===== src/rtl/fp32_mul_pkg.sv =====
// Shared constants and types for the floating-point multiplier.
// Assumes the single-precision layout; all widths derive from EXP_W/FRAC_W.
package fp32_mul_pkg;
    parameter int EXP_W  = 8;
    parameter int FRAC_W = 23;

    // Rounding mode encoding seen on the rnd_mode port.
    typedef enum logic [1:0] {
        RND_NEAR_EVEN = 2'b00,
        RND_TO_ZERO   = 2'b01,
        RND_DOWN      = 2'b10,
        RND_UP        = 2'b11
    } rnd_mode_e;

    // Classification of the operand pair, in priority order.
    typedef struct packed {
        logic nan;    // any NaN operand
        logic inv;    // infinity times zero
        logic inf;    // infinite result
        logic zero;   // zero result
    } spec_t;

    // Bit positions inside the flags output.
    localparam int FLG_NX = 0;
    localparam int FLG_UF = 1;
    localparam int FLG_OF = 2;
    localparam int FLG_NV = 3;
    localparam int FLG_W  = 4;
endpackage


===== src/rtl/fp32_mul_unpack.sv =====
// Splits one operand into sign, exponent and significand and classifies it.
// Assumes an exponent field of zero means zero (subnormals are read as zero).
module fp32_mul_unpack #(
    parameter int EXP_W  = fp32_mul_pkg::EXP_W,
    parameter int FRAC_W = fp32_mul_pkg::FRAC_W,
    localparam int W     = 1 + EXP_W + FRAC_W
) (
    input  logic [W-1:0]      op,
    output logic              sign,
    output logic [EXP_W-1:0]  expo,
    output logic [FRAC_W:0]   sig,
    output logic              is_nan,
    output logic              is_inf,
    output logic              is_zero
);
    logic [FRAC_W-1:0] frac;
    logic              exp_ones;

    // Field extraction and class decode.
    always_comb begin
        sign     = op[W-1];
        expo     = op[W-2 -: EXP_W];
        frac     = op[FRAC_W-1:0];
        exp_ones = &expo;
        is_zero  = (expo == '0);
        is_nan   = exp_ones && (frac != '0);
        is_inf   = exp_ones && (frac == '0);
        sig      = {~is_zero, frac};
    end
endmodule


===== src/rtl/fp32_mul_round.sv =====
// Normalizes the raw significand product, rounds it, checks the exponent
// range and packs the final word with its flags. Purely combinational.
// Assumes exp_base already holds Ea + Eb - bias as a two's-complement value.
module fp32_mul_round
    import fp32_mul_pkg::*;
#(
    parameter int EXP_W  = fp32_mul_pkg::EXP_W,
    parameter int FRAC_W = fp32_mul_pkg::FRAC_W,
    localparam int W      = 1 + EXP_W + FRAC_W,
    localparam int SIG_W  = FRAC_W + 1,
    localparam int PROD_W = 2 * SIG_W,
    localparam int XW     = EXP_W + 2
) (
    input  logic              sign,
    input  logic [XW-1:0]     exp_base,
    input  logic [PROD_W-1:0] prod,
    input  logic [1:0]        rnd,
    input  spec_t             spec,
    output logic [W-1:0]      result,
    output logic [FLG_W-1:0]  flags
);
    localparam int G_POS = PROD_W - 2 - FRAC_W;
    localparam logic [EXP_W-1:0] EXP_ALL = '1;
    localparam logic signed [XW-1:0] EXP_LIMIT = XW'((1 << EXP_W) - 1);

    logic              hi;
    logic [PROD_W-1:0] norm;
    logic [FRAC_W-1:0] frac_n;
    logic              guard, sticky, lsb, inc, carry;
    logic [FRAC_W:0]   sum;
    logic [XW-1:0]     exp_n, exp_r;
    logic              big, tiny, to_inf;

    // Normalization: product in [1,4) needs at most one right shift.
    always_comb begin
        hi     = prod[PROD_W-1];
        norm   = hi ? prod : (prod << 1);
        frac_n = norm[PROD_W-2 -: FRAC_W];
        guard  = norm[G_POS];
        sticky = |norm[G_POS-1:0];
        lsb    = frac_n[0];
        exp_n  = exp_base + XW'(hi);
    end

    // Rounding decision per mode, with carry back into the exponent.
    always_comb begin
        unique case (rnd_mode_e'(rnd))
            RND_NEAR_EVEN: inc = guard & (sticky | lsb);
            RND_TO_ZERO:   inc = 1'b0;
            RND_DOWN:      inc = sign & (guard | sticky);
            default:       inc = ~sign & (guard | sticky);
        endcase
        sum   = {1'b0, frac_n} + {{FRAC_W{1'b0}}, inc};
        carry = sum[FRAC_W];
        exp_r = exp_n + XW'(carry);
    end

    // Range check and choice of the overflow value.
    always_comb begin
        big    = $signed(exp_r) >= EXP_LIMIT;
        tiny   = $signed(exp_r) <= $signed(XW'(0));
        to_inf = (rnd_mode_e'(rnd) == RND_NEAR_EVEN) ||
                 (rnd_mode_e'(rnd) == RND_UP   && !sign) ||
                 (rnd_mode_e'(rnd) == RND_DOWN &&  sign);
    end

    // Final packing: special classes first, then the normal path.
    always_comb begin
        flags = '0;
        if (spec.nan) begin
            result = {1'b0, EXP_ALL, 1'b1, {(FRAC_W-1){1'b0}}};
        end else if (spec.inv) begin
            result = {1'b0, EXP_ALL, 1'b1, {(FRAC_W-1){1'b0}}};
            flags[FLG_NV] = 1'b1;
        end else if (spec.inf) begin
            result = {sign, EXP_ALL, {FRAC_W{1'b0}}};
        end else if (spec.zero) begin
            result = {sign, {(W-1){1'b0}}};
        end else if (big) begin
            result = to_inf ? {sign, EXP_ALL, {FRAC_W{1'b0}}}
                            : {sign, EXP_ALL - EXP_W'(1), {FRAC_W{1'b1}}};
            flags[FLG_OF] = 1'b1;
            flags[FLG_NX] = 1'b1;
        end else if (tiny) begin
            result = {sign, {(W-1){1'b0}}};
            flags[FLG_UF] = 1'b1;
            flags[FLG_NX] = 1'b1;
        end else begin
            result = {sign, exp_r[EXP_W-1:0], sum[FRAC_W-1:0]};
            flags[FLG_NX] = guard | sticky;
        end
    end
endmodule


===== src/rtl/fp32_mul.sv =====
// Two-stage floating-point multiplier. Stage 1 unpacks, classifies,
// multiplies significands and forms Ea + Eb - bias; stage 2 normalizes,
// rounds and packs. Accepts one operation per cycle; latency two edges.
// Assumes synchronous active-low reset and flush-to-zero on both sides.
module fp32_mul
    import fp32_mul_pkg::*;
#(
    parameter int EXP_W  = fp32_mul_pkg::EXP_W,
    parameter int FRAC_W = fp32_mul_pkg::FRAC_W,
    localparam int W      = 1 + EXP_W + FRAC_W,
    localparam int SIG_W  = FRAC_W + 1,
    localparam int PROD_W = 2 * SIG_W,
    localparam int XW     = EXP_W + 2,
    localparam int BIAS   = (1 << (EXP_W - 1)) - 1
) (
    input  logic             clk,
    input  logic             rst_n,
    input  logic             in_valid,
    input  logic [W-1:0]     op_a,
    input  logic [W-1:0]     op_b,
    input  logic [1:0]       rnd_mode,
    output logic             out_valid,
    output logic [W-1:0]     result,
    output logic [FLG_W-1:0] flags
);
    logic [1:0][W-1:0]      ops;
    logic [1:0]             u_sign, u_nan, u_inf, u_zero;
    logic [1:0][EXP_W-1:0]  u_exp;
    logic [1:0][SIG_W-1:0]  u_sig;

    assign ops = {op_b, op_a};

    // One unpacker per operand.
    for (genvar gi = 0; gi < 2; gi++) begin : g_unpack
        fp32_mul_unpack #(.EXP_W(EXP_W), .FRAC_W(FRAC_W)) i_unpack (
            .op      (ops[gi]),
            .sign    (u_sign[gi]),
            .expo    (u_exp[gi]),
            .sig     (u_sig[gi]),
            .is_nan  (u_nan[gi]),
            .is_inf  (u_inf[gi]),
            .is_zero (u_zero[gi])
        );
    end

    spec_t             spec_c;
    logic [PROD_W-1:0] prod_c;
    logic [XW-1:0]     exp_c;

    // Stage-1 datapath: classification, significand product, exponent sum.
    always_comb begin
        spec_c.nan  = |u_nan;
        spec_c.inv  = (u_inf[0] & u_zero[1]) | (u_inf[1] & u_zero[0]);
        spec_c.inf  = |u_inf;
        spec_c.zero = |u_zero;
        prod_c      = PROD_W'(u_sig[0]) * PROD_W'(u_sig[1]);
        exp_c       = XW'(u_exp[0]) + XW'(u_exp[1]) - XW'(BIAS);
    end

    logic              s1_valid, s1_sign;
    logic [XW-1:0]     s1_exp;
    logic [PROD_W-1:0] s1_prod;
    logic [1:0]        s1_rnd;
    spec_t             s1_spec;

    // Stage-1 register.
    always_ff @(posedge clk) begin
        if (!rst_n) begin
            s1_valid <= 1'b0;
            s1_sign  <= 1'b0;
            s1_exp   <= '0;
            s1_prod  <= '0;
            s1_rnd   <= '0;
            s1_spec  <= '0;
        end else begin
            s1_valid <= in_valid;
            s1_sign  <= ^u_sign;
            s1_exp   <= exp_c;
            s1_prod  <= prod_c;
            s1_rnd   <= rnd_mode;
            s1_spec  <= spec_c;
        end
    end

    logic [W-1:0]     res_c;
    logic [FLG_W-1:0] flg_c;

    fp32_mul_round #(.EXP_W(EXP_W), .FRAC_W(FRAC_W)) i_round (
        .sign     (s1_sign),
        .exp_base (s1_exp),
        .prod     (s1_prod),
        .rnd      (s1_rnd),
        .spec     (s1_spec),
        .result   (res_c),
        .flags    (flg_c)
    );

    // Output register.
    always_ff @(posedge clk) begin
        if (!rst_n) begin
            out_valid <= 1'b0;
            result    <= '0;
            flags     <= '0;
        end else begin
            out_valid <= s1_valid;
            result    <= res_c;
            flags     <= flg_c;
        end
    end
endmodule


===== config.mk =====
export PLATFORM = sky130hd
export DESIGN_NAME = fp32_mul
export DESIGN_NICKNAME = d
export VERILOG_FILES = /design/src/rtl/fp32_mul_pkg.sv /design/src/rtl/fp32_mul_unpack.sv /design/src/rtl/fp32_mul_round.sv /design/src/rtl/fp32_mul.sv
export SDC_FILE = /design/constraint.sdc
export NUM_CORES = 2
export LEC_CHECK = 0
export BUFFER_PORTS_ARGS = -buffer_cell sky130_fd_sc_hd__buf_2
export CORE_MARGIN = 2
export CORE_UTILIZATION = 50
export CTS_BUF_LIST = sky130_fd_sc_hd__clkbuf_8 sky130_fd_sc_hd__clkbuf_16
export CTS_CLUSTER_DIAMETER = 120
export DETAILED_ROUTE_END_ITERATION = 8
export PLACE_DENSITY = 0.7
export SKIP_CTS_REPAIR_TIMING = 1
export SLEW_MARGIN = 10
export SYNTH_ARGS = -nofsm -noshare
export SYNTH_HDL_FRONTEND = slang
export SYNTH_SLANG_ARGS = --single-unit

===== constraint.sdc =====
create_clock -name clk -period 8.4 [get_ports clk]
set_clock_uncertainty 0.05 [all_clocks]
set_input_delay 1.68 -clock clk [delete_from_list [all_inputs] [get_ports clk]]
set_output_delay 1.68 -clock clk [all_outputs]
set_load 0.05 [all_outputs]

---- Word-level counts from Yosys, hierarchy flattened ----
Cells that the tools add are included.
word-level totals
  flip-flop bits (word level) ............. 103
  input bits .............................. 69
  output and inout bits ................... 37
  logic and storage cells ................. 80
operators by class
  add/subtract/negate cells ............... 5
  $mul .................................... 1
  magnitude comparators ................... 2
  equality and inequality tests ........... 3
  muxes and demuxes ....................... 14
  bitwise gates (word level) .............. 12
  reduce and logical (&&, ||, !) cells .... 27
operators by type and width
  operator                                                             count
  2-to-1 mux 31 bit                                                    6
  multiplier 24 x 24 -> 48 bit                                         1
  2-to-1 mux 47 bit                                                    1
  zero test 23 bit                                                     2
  nonzero test 23 bit                                                  2
  adder 23 x 1 -> 24 bit                                               1
  2-to-1 mux 24 bit                                                    1
  OR reduction 23 bit                                                  1
  adder 10 x 1 -> 10 bit                                               2
  zero test 8 bit                                                      2
  AND reduction 8 bit                                                  2
  greater-or-equal comparator 10 x 9 -> 1 bit (second input constant)  1
  <= comparator 10 x 1 -> 1 bit (second input constant)                1
  subtractor 9 x 7 -> 10 bit (second input constant)                   1
  adder 8 x 8 -> 9 bit                                                 1
  OR reduction 2 bit                                                   4
  logical AND 1 bit                                                    6
  OR reduction 6 bit                                                   1
  bitwise AND 1 bit                                                    5
  2-to-1 mux 1 bit                                                     5
  OR reduction 5 bit                                                   1
  equality test 2 bit (second input constant)                          2
  NOT 1 bit                                                            4
  OR 1 bit                                                             3
  other kinds (7)                                                      8

---- Longest topological paths before layout ----
  depth in word-level cells ............... 14
  depth in mapped cells ................... 25
  mapped depth without buffers ............ 24

---- Modules after synthesis ----
A second synthesis with hierarchy kept.
unflattened totals
  cell total of the unflattened synthesis .. 2898
  area, all modules ....................... 24982.7 um^2
by module, submodules not included
  module           times used  cells each  area each (um^2)
  fp32_mul         1           2513        22387.7
  fp32_mul_round   1           287         1909.3
  fp32_mul_unpack  2           49          342.8

---- Least setup slack after synthesis ----
OpenSTA, ideal clock, no wires.
  path type ............................... in2reg
  start point ............................. input op_b[3]
  end point ............................... register s1_prod[38]
  arrival ................................. 7960 ps
  required time ........................... 8278 ps
  path slack .............................. 318 ps
  stages on the path ...................... 25
  buffers on the path ..................... 3
  cell sequence ........................... clkbuf_1 clkbuf_1 nand2_1 fa_1 inv_1 fa_1 fa_1 inv_1 fa_1 inv_1 fa_1 inv_1 fa_1 inv_1 fa_1 ha_1 clkbuf_1 a211oi_1 o21ai_0 a211o_1 a211oi_1 o311a_1 nor2_1 a21boi_0 mux2i_1
on the way
  word-level cells in the longest chain between the ends .. 1
RTL lines
  element                       RTL line        source
  start: declaration            fp32_mul.sv:20  input logic [W-1:0] op_b,
  multiplier 24 x 24 -> 48 bit  fp32_mul.sv:56  prod_c = PROD_W'(u_sig[0]) * PROD_W'(u_sig[1]);
  end signal: assignment        fp32_mul.sv:79  s1_prod <= prod_c;
  end: declaration              fp32_mul.sv:62  logic [PROD_W-1:0] s1_prod;
No other way between the ends.
A chain may end at the register's enable or synchronous reset.

---- Worst setup path after layout ----
  start point ............................. input op_b[1]
  end point ............................... register s1_prod[31]
Same word-level chain as after synthesis.

==> metrics.yaml <==
min_path:
  hp-class: "reg2reg"
  holdPathStages: 1
cts:
  clockBufferDepth: 2
  clock_latency_ns: 0.35
  h-tree-depth: 3
  clockRootBuffer: "clkbuf_16"
  cts.sinks: 103
  clk_pin_slew_ns: 0.07
  cts_tree: "yes"
  numCtsBuffers: 9
logic_synthesis:
  synth-edff-count: 0
  ys.warnings.count: 0
  synth_cell_types: 74
  synth_nets: 3423
  synth_flop_cell: "dfxtp_1"
  synth_area_per_cell_um2: 8.80
  synth-seq-cells: 103
  async_reset_ff_frac: 0
  netlist_instances: 2677
  synth-seq-area-share: 0.0875
  synth_area_mm2: 0.0236
final_layout:
  final_cell_mix: "inv_1 (524), fa_1 (484), nand2_1 (426)"
  final_common_cell: "inv_1"
  nFillCells: 4255
  final_area_mm2: 0.0254
  ff_latch_area_mm2: 0.00206
  drive_above_1_share: 0.0903
  area.growth.synth_to_final_pct: 7.68
  multi_input_area_mm2: 0.0190
  utilization: 0.545
  final_nets: 3499
grt:
  grt_pass1_wl_um: 102000
  grt-busiest-layer: "met2"
  antenna_found_initial: 1
  track_usage: 0.259
  grt_start_max_net_pins: 56
  use_met3: 0.0343
  grt_pass1_vias: 19800
  grt-ovfl-total: 0
  gr-usage-met1: 0.354
  globalRouteMet2Util: 0.438
placement:
  dpl.hpwl_um: 51400
  place_ws_ns: -0.0324
  port_buffers: 105
  post_dp_cell_area_mm2: 0.0250
  routabilityCongestion: 0.947
sta:
  max_freq_mhz: 124
  maxSlewViolCount: 0
  post-route-period-util: 0.962
  fin_ws_ns: 0.319
  finalHoldViolations: 0
  rsz0062_at_grt: "no"
  min_period_ns: 8.08
  setup_viol: 0
  fin_tns_setup_ns: 0
  slew_headroom: 0.360
  tightestPinTransition_ns: 0.961
critical_path:
  cpPeakStageDelay_ns: 0.58
  worstPathRequired_ns: 8.54
  cp-end-kind: "register"
  cpLargestDelayFamily: "adder cells"
  crit_buf_inv: 4
  cp_max_fo: 20
  crit_type: "in2reg"
  cpMaxStageDelayCell: "fa_1"
  arrival_ns: 8.22
  cp.depth: 21
  crit_top_cell: "fa_1"
  r2r_cells: 20
  cp_cell_sequence: "buf_2 > and2_1 > fa_1 > fa_1 > fa_1 > fa_1 > fa_1 > inv_1 > fa_1 > inv_1 > fa_1 > ha_1 > and3_1 > nand2_1 > a2111oi_0 > buf_4 > o31a_1 > o21ai_0 > a21boi_0 > o21ai_0 > nor3b_1"
  worstSetupStartpointType: "input port"
routing:
  routed_wl_um: 61400
  wl_per_cell_um: 18.2
  viasPerCell: 5.41
  vias: 18200
  drt_iter0_markers: 1325
  first_pass_iters: 5
  ant_nets: 0
  route.detailed.drc: 0
floorplanning:
  die_area_mm2: 0.0489
  initial_utilization: 0.506
  io_pins: 106
  rows: 79
  die_h_um: 221
  design.core.area_mm2: 0.0466
  die_w_um: 221
job:
  drv_cap: 0
run_status:
  status: "finished, final reports clean"
## area by class of cell
cell class	instances	share of cell area
Multi-Input combinational cell	1917	0.747
Sequential cell	103	0.0814
Inverter	525	0.0777
Timing Repair Buffer	197	0.0505
Tap cell	607	0.0299
Clock buffer	9	0.00888
Clock inverter	7	0.00414
Antenna cell	1	0.0000987
## layer usage
layer  wire length (um)  vias to the layer above
li1                   -                     8252
met1              26600                     9198
met2              29600                      658
met3               4010                       90
met4               1200                        0
met5                  0                        -
## synthesized netlist by cell type (all sizes together), types with 2 or more instances
| cell type | number | area, um2 |
|---|---|---|
| inv | 525 | 1970 |
| fa | 484 | 9690 |
| nand2 | 427 | 1610 |
| and2 | 246 | 1540 |
| ha | 193 | 2410 |
| clkbuf | 124 | 485 |
| dfxtp | 103 | 2060 |
| nor2 | 100 | 378 |
| a21oi | 60 | 300 |
| o21ai | 52 | 298 |
| xor2 | 40 | 350 |
| xnor2 | 35 | 307 |
| a21o | 32 | 240 |
| nand3 | 23 | 115 |
| nand4 | 21 | 131 |
| mux2i | 20 | 200 |
| nor4 | 19 | 119 |
| nor3 | 18 | 90.1 |
| and3 | 15 | 93.8 |
| a31oi | 12 | 90.1 |
| nand2b | 12 | 82.6 |
| a211oi | 11 | 82.6 |
| nor2b | 10 | 62.6 |
| mux2 | 9 | 101 |
| o21a | 9 | 67.6 |
| buf | 8 | 80.1 |
| o21bai | 7 | 52.6 |
| nor3b | 6 | 45.0 |
| a21boi | 5 | 37.5 |
| a221oi | 5 | 50.0 |
| or3 | 5 | 31.3 |
| a211o | 4 | 35.0 |
| and4 | 4 | 38.8 |
| o211ai | 3 | 27.5 |
| o31ai | 3 | 22.5 |
| a221o | 2 | 20.0 |
| and3b | 2 | 17.5 |
| o2111ai | 2 | 23.8 |
| o22a | 2 | 17.5 |
| o22ai | 2 | 12.5 |
| o31a | 2 | 17.5 |
## logic make-up after synthesis
kind of cell    synth area share
compound gates            0.0636
fa+ha+maj                  0.514
simple gates               0.187
mux                       0.0128
flops                     0.0875
buf+inv                    0.108
xor+xnor                  0.0279
## worst paths after layout
| path | endpoint | slack (ns) | start |
|---|---|---|---|
| worst max-delay path | s1_prod[31] | 0.32 | op_b[1] |
| worst min-delay path | flags[3] | 0.39 | s1_spec[3] |
| worst max register to register | result[3] | 2.60 | s1_prod[47] |
| worst min register to register | flags[3] | 0.39 | s1_spec[3] |
## metrics by stage
step	hold WS, ns	cells
3_3_place_gp	0.371	3349
3_5_place_dp	0.381	3349
4_1_cts	0.389	3365
5_1_grt	0.440	3366
2_1_floorplan	0.362	2677
6_report	0.392	3366
## registers in the layout, summed over array words and instances (netlist names)
register / flops
flags: 4
out_valid: 1
result: 32
s1_exp: 10
s1_prod: 48
s1_rnd: 2
s1_sign: 1
s1_spec: 4
s1_valid: 1
## worst register-to-register path: stages (launching register included)
cell and delay (ns):
dfxtp_2 0.96, a211oi_1 0.17, nand2_1 0.16, nor2_1 0.05
and2_1 0.17, o22ai_1 0.18, ha_1 0.22, and4_1 0.28
nand4_1 0.24, nor2b_1 0.37, nor3b_1 0.42, fa_1 0.35
ha_1 0.30, xor2_1 0.12, nand4_1 0.11, a211oi_1 0.06
o21a_1 0.19, o2111ai_2 0.42, and2_4 0.28, nand2b_4 0.17
o41ai_1 0.43
Power is not shown: default switching activity piles up to over one toggle a cycle in this logic, so the estimate is an artifact.
